[src/rtl/hib_seq_pkg.sv]
package hib_seq_pkg;
  localparam int NSRC    = 12;
  localparam int SW      = NSRC + 1;
  localparam int REJ_BIT = NSRC;
  localparam int NSYNC   = 5;

  typedef enum logic [1:0] {ST_IDLE = 2'd0, ST_ENTER = 2'd1, ST_HIB = 2'd2} hib_st_t;

  // request qualification: a wake path must exist and the chosen battery level be good
  function automatic logic entry_allowed(input logic pin_en, input logic clk_en,
                                         input logic [3:0] lvl_ok, input logic [1:0] sel);
    return (pin_en | clk_en) & lvl_ok[sel];
  endfunction

  function automatic logic [NSRC-1:0] armed_events(input logic [NSRC-1:0] ev,
                                                   input logic [NSRC-1:0] en);
    return ev & en;
  endfunction
endpackage

[src/rtl/hib_wake_sync.sv]
module hib_wake_sync #(
  parameter int W = 5
) (
  input  logic         clk,
  input  logic         rst_n,
  input  logic [W-1:0] din,
  output logic [W-1:0] rise
);
  for (genvar i = 0; i < W; i++) begin : g_bit
    logic s1, s2, s3;
    always_ff @(posedge clk or negedge rst_n) begin
      if (!rst_n) begin
        s1 <= 1'b0;
        s2 <= 1'b0;
        s3 <= 1'b0;
      end else begin
        s1 <= din[i];
        s2 <= s1;
        s3 <= s2;
      end
    end
    assign rise[i] = s2 & ~s3;

    AST_RISE_PULSE: assert property (@(posedge clk) disable iff (!rst_n)
      rise[i] |=> !rise[i]);
  end
endmodule

[src/rtl/hib_wake_arb.sv]
module hib_wake_arb
  import hib_seq_pkg::*;
(
  input  logic            pin_rise,
  input  logic            ext_rst,
  input  logic [3:0]      gpio_rise,
  input  logic [3:0]      tamper,
  input  logic            osc_fail,
  input  logic            rtc_match,
  input  logic            pin_wen,
  input  logic            rtc_wen,
  input  logic [NSRC-3:0] mid_en,
  output logic [NSRC-1:0] src_en,
  output logic [NSRC-1:0] hit,
  output logic            any_hit
);
  logic [NSRC-1:0] ev;
  assign ev      = {rtc_match, osc_fail, tamper, gpio_rise, ext_rst, pin_rise};
  assign src_en  = {rtc_wen, mid_en, pin_wen};
  assign hit     = armed_events(ev, src_en);
  assign any_hit = |hit;
endmodule

[src/rtl/hib_seq.sv]
module hib_seq
  import hib_seq_pkg::*;
#(
  parameter int ENTRY_CYC = 4,
  parameter int DW        = 16
) (
  input  logic          clk,
  input  logic          rst_n,
  input  logic          wr_en,
  input  logic [1:0]    wr_addr,
  input  logic [DW-1:0] wr_data,
  input  logic [3:0]    bat_ok,
  input  logic          wake_pin,
  input  logic          ext_rst,
  input  logic [3:0]    gpio_wake,
  input  logic [3:0]    tamper,
  input  logic          osc_fail,
  input  logic          rtc_match,
  output logic          reg_off,
  output logic [SW-1:0] wake_stat
);
  localparam int CW = $clog2(ENTRY_CYC + 1);

  hib_st_t         st;
  logic [CW-1:0]   cnt;
  logic            pin_wen_q, rtc_wen_q;
  logic [NSRC-3:0] mid_en_q;
  logic [NSYNC-1:0] rise;
  logic [NSRC-1:0] src_en, hit;
  logic            any_hit;

  hib_wake_sync #(.W(NSYNC)) u_sync (
    .clk(clk), .rst_n(rst_n), .din({gpio_wake, wake_pin}), .rise(rise));

  hib_wake_arb u_arb (
    .pin_rise(rise[0]), .ext_rst(ext_rst), .gpio_rise(rise[4:1]), .tamper(tamper),
    .osc_fail(osc_fail), .rtc_match(rtc_match), .pin_wen(pin_wen_q),
    .rtc_wen(rtc_wen_q), .mid_en(mid_en_q), .src_en(src_en), .hit(hit),
    .any_hit(any_hit));

  // named internal events
  logic ctrl_wr, req_bit, req_ok, req_accept, req_reject, wake_take, entry_done;
  logic [SW-1:0] w1c;
  assign ctrl_wr    = wr_en && (wr_addr == 2'd0);
  assign req_bit    = ctrl_wr && wr_data[0];
  assign req_ok     = entry_allowed(wr_data[1], wr_data[2], bat_ok, wr_data[4:3]);
  assign req_accept = req_bit && (st == ST_IDLE) && req_ok;
  assign req_reject = req_bit && (st == ST_IDLE) && !req_ok;
  assign wake_take  = any_hit && (st != ST_IDLE);
  assign entry_done = (st == ST_ENTER) && !any_hit && (cnt == CW'(ENTRY_CYC - 1));
  assign w1c        = (wr_en && (wr_addr == 2'd2)) ? wr_data[SW-1:0] : '0;

  always_ff @(posedge clk or negedge rst_n) begin
    if (!rst_n) begin
      pin_wen_q <= 1'b0;
      rtc_wen_q <= 1'b0;
      mid_en_q  <= '0;
    end else begin
      if (ctrl_wr) begin
        pin_wen_q <= wr_data[1];
        rtc_wen_q <= wr_data[2];
      end
      if (wr_en && (wr_addr == 2'd1)) mid_en_q <= wr_data[NSRC-2:1];
    end
  end

  always_ff @(posedge clk or negedge rst_n) begin
    if (!rst_n) begin
      st      <= ST_IDLE;
      cnt     <= '0;
      reg_off <= 1'b0;
    end else begin
      unique case (st)
        ST_IDLE: if (req_accept) begin
          st  <= ST_ENTER;
          cnt <= '0;
        end
        ST_ENTER: begin
          if (wake_take) st <= ST_IDLE;
          else if (entry_done) begin
            st      <= ST_HIB;
            reg_off <= 1'b1;
          end else cnt <= cnt + 1'b1;
        end
        ST_HIB: if (wake_take) begin
          st      <= ST_IDLE;
          reg_off <= 1'b0;
        end
        default: st <= ST_IDLE;
      endcase
    end
  end

  always_ff @(posedge clk or negedge rst_n) begin
    if (!rst_n) wake_stat <= '0;
    else wake_stat <= (wake_stat & ~w1c)
                    | (wake_take ? {1'b0, hit} : '0)
                    | (req_reject ? SW'(1) << REJ_BIT : '0);
  end

  AST_ENTRY_GATED: assert property (@(posedge clk) disable iff (!rst_n)
    $rose(reg_off) |-> $past(st) == ST_ENTER);
  AST_REJECT_FLAG: assert property (@(posedge clk) disable iff (!rst_n)
    req_reject |=> (st == ST_IDLE) && wake_stat[REJ_BIT] && !reg_off);
  AST_WAKE_RELEASE: assert property (@(posedge clk) disable iff (!rst_n)
    (st == ST_HIB) && wake_take |=> !reg_off);
  AST_ABORT_ENTRY: assert property (@(posedge clk) disable iff (!rst_n)
    (st == ST_ENTER) && wake_take |=> (st == ST_IDLE) && !reg_off);
  AST_STAT_ENABLED: assert property (@(posedge clk) disable iff (!rst_n)
    1'b1 |=> ((wake_stat[NSRC-1:0] & ~$past(wake_stat[NSRC-1:0]) & ~$past(src_en)) == '0));
  AST_BUSY_NO_REJECT: assert property (@(posedge clk) disable iff (!rst_n)
    req_bit && (st != ST_IDLE) && !wake_stat[REJ_BIT] |=> !wake_stat[REJ_BIT]);
endmodule

[config.mk]
export PLATFORM = sky130hd
export DESIGN_NAME = hib_seq
export DESIGN_NICKNAME = d
export VERILOG_FILES = /design/src/rtl/hib_seq_pkg.sv /design/src/rtl/hib_wake_sync.sv /design/src/rtl/hib_wake_arb.sv /design/src/rtl/hib_seq.sv
export SDC_FILE = /design/constraint.sdc
export NUM_CORES = 1
export LEC_CHECK = 0
export BUFFER_PORTS_ARGS = -buffer_cell sky130_fd_sc_hd__buf_2
export CAP_MARGIN = 20
export CORE_MARGIN = 2
export CORE_UTILIZATION = 45
export DETAILED_ROUTE_END_ITERATION = 16
export HOLD_SLACK_MARGIN = 0.15
export PLACE_DENSITY_LB_ADDON = 0.12
export SYNTH_ARGS = -nofsm -noshare
export SYNTH_HDL_FRONTEND = slang
export SYNTH_HIERARCHICAL = 1
export SYNTH_SLANG_ARGS = --single-unit
[constraint.sdc]
create_clock -name clk -period 4 [get_ports clk]
set_input_delay 1 -clock clk [delete_from_list [all_inputs] [get_ports clk]]
set_output_delay 1 -clock clk [all_outputs]
set_load 0.01 [all_outputs]
==> flow_metrics.tcl <==
set metrics [dict create \
    final_cells 242 \
    placed_cell_area_sq_um 2160 \
    finalHoldViolCount 0 \
    track_usage_pct 18.2 \
    maxCapViolations 0 \
    antenna_found_initial 0 \
    syn-cell-area_sq_um 1870 \
    max-slew-margin-rel_pct 36.4 \
    path_delay_family "simple AND/OR/NAND/NOR gates" \
    wl_per_cell_microns 14.9 \
    n_fill_cell 356 \
    dieArea_sq_um 4690 \
    initial_core_util_pct 46.8 \
    slowest_stage "nor4b_4" \
    criticalPathCategory "input pin to flop" \
    finalCritPeriodShare_pct 61.3 \
    gp_congestion 0.769 \
    synthCells 139 \
    cp.required_ps 4210 \
    rows 23 \
    rsz0062_at_grt "false" \
    syn2layout_area_growth_pct 22.2 \
    outcome "complete, no violations" \
    clock_path_buffers 2 \
    cp_max_fo 4 \
    clkTransAtPathRegs_ps 80 \
    dp_cells 233 \
    cts-root-buf "clkbuf_8" \
    cts_setup_buffers 0 \
    ir_worst_vdd_mv 0.269 \
    boundaryPins 51 \
    drive_gt1_share_pct 40.6 \
    cts_made_buffers 5 \
    min_period_ps 2450 \
    drv_slew 0 \
    hold_buffers 0 \
    grt_max_degree 47 \
    antennaDiodeCount 0 \
    path_cells "buf_2, and2_4, nor4_1, nand4_1, nor4b_4, mux2i_1, a21boi_0" \
    place_hpwl_microns 2680 \
    cts_num_sinks 46 \
    ctsResizeCount 0 \
    max_freq_mhz 408 \
    end_kind "flop" \
    tightest_slew_ps 950 \
    chipHeight_microns 68.5 \
    critical-path-max-stage-delay_ps 470 \
    avgSynthCellArea_sq_um 13.5 \
    skew_ps 10.3 \
    p_per_area_nw_per_um2 443 \
    ant_nets 0 \
    finalSetupTns_ps 0 \
    syn_nets 178 \
    h-tree-depth 2 \
    vias 1243 \
    routed_via_density 5.14 \
    fp.coreArea_sq_um 4000 \
    cts_tree "yes" \
    hp-class "flop to flop" \
    critPathArrivalTime_ps 2670 \
    synth_warnings 6 \
    leakage_nw 1.13 \
    nets 230 \
    clk_latency_ps 290 \
    finalWirelength_microns 3620 \
    drt_iter0_drc 31 \
    first_pass_iters 4 \
    fp.dieW_microns 68.5 \
    design_area_sq_um 2290 \
    gr-total-overflow 0 \
    worst_setup_path_start_kind "input pin" \
    drc_errors 0 \
    grt_pass1_vias 1337 \
    grt_pass1_wl_microns 6020 \
    crit_buf_inv 1 \
    setup_viol_count_final 0 \
    portBuffers 47 \
]
-- worst reg2reg max path: cells and delay by family, from the launching register on --
kind / cells / cell delay, ps
muxes: 1 / 230
AOI/OAI and AO/OA: 1 / 180
and+or+nand+nor: 5 / 1330
DFF: 1 / 390
-- cell type report --
class / count / area (sq um) / share of cell area (%)
Multi-Input combinational cell: 88 / 699 / 30.5
Timing Repair Buffer: 48 / 263 / 11.5
Sequential cell: 46 / 1150 / 50.3
Tap cell: 50 / 62.6 / 2.73
Clock inverter: 1 / 30.0 / 1.31
Inverter: 2 / 7.51 / 0.328
Clock buffer: 7 / 76.3 / 3.33
-- final timing paths --
kind	cells past startpoint	startpoint	slack, ps	to
max in group asynchronous	2	rst_n	2840	st[0]$_DFFE_PN0P_
hold reg to reg	0	u_sync/g_bit[3].s1$_DFF_PN0_	350	u_sync/g_bit[3].s2$_DFF_PN0_
min in group asynchronous	1	rst_n	660	mid_en_q[5]$_DFFE_PN0P_
hold / removal	0	u_sync/g_bit[3].s1$_DFF_PN0_	350	u_sync/g_bit[3].s2$_DFF_PN0_
setup / recovery	7	tamper[0]	1550	cnt[2]$_DFFE_PN0P_
setup reg to reg	7	u_sync/g_bit[1].s2$_DFF_PN0_	1820	cnt[2]$_DFFE_PN0P_
-- through the flow --
stage               worst slack [ps]  total power [W]  hold slack [ps]  utilization, %
floorplan                       1560         0.000631              331               -
finish                          1550          0.00101              352            57.2
CTS                             1500          0.00103              356            56.6
global route                    1390          0.00107              359            57.2
detailed placement              1200         0.000693              335            53.9
global placement                1260         0.000685              335            53.9
-- registers in the layout, indices dropped and copies added (netlist names) --
signal,flops
wake_stat,13
u_sync/g_bit.s2,5
mid_en_q,10
reg_off,1
cnt,3
u_sync/g_bit.s3,5
st,2
pin_wen_q,1
rtc_wen_q,1
u_sync/g_bit.s1,5
-- report_power, final --
group	leakage, nW	internal, W	switching, W
clock network	0.0524	0.000187	0.000144
logic	0.498	0.0000784	0.0000666
registers	0.576	0.000515	0.0000243
total	1.13	0.000780	0.000235
-- layout by cell type, fill, tap and decap left out, types with 2 or more instances in the layout --
cell type  instances
clkbuf_1           2
buf_2             47
nand2_1           14
nor2_1             5
nor2b_4            5
ha_1               2
a22o_1            12
a31oi_1            2
and2_4             4
o21ai_0            3
dfrtp_1           46
mux2i_1            4
mux2_2            13
and2_1             8
clkbuf_8           5
inv_1              2
nor4_1             2
-- per-layer routing --
layer | global-route usage (%) | vias to the layer above | wire, microns
met1 | 22.1 | 601 | 1590
met4 | 7.50 | 0 | 43
li1 | - | 600 | -
met5 | 0 | - | 0
met2 | 30.4 | 36 | 1770
met3 | 5.36 | 6 | 213
No activity file was read; power rests on OpenSTA's default activity.
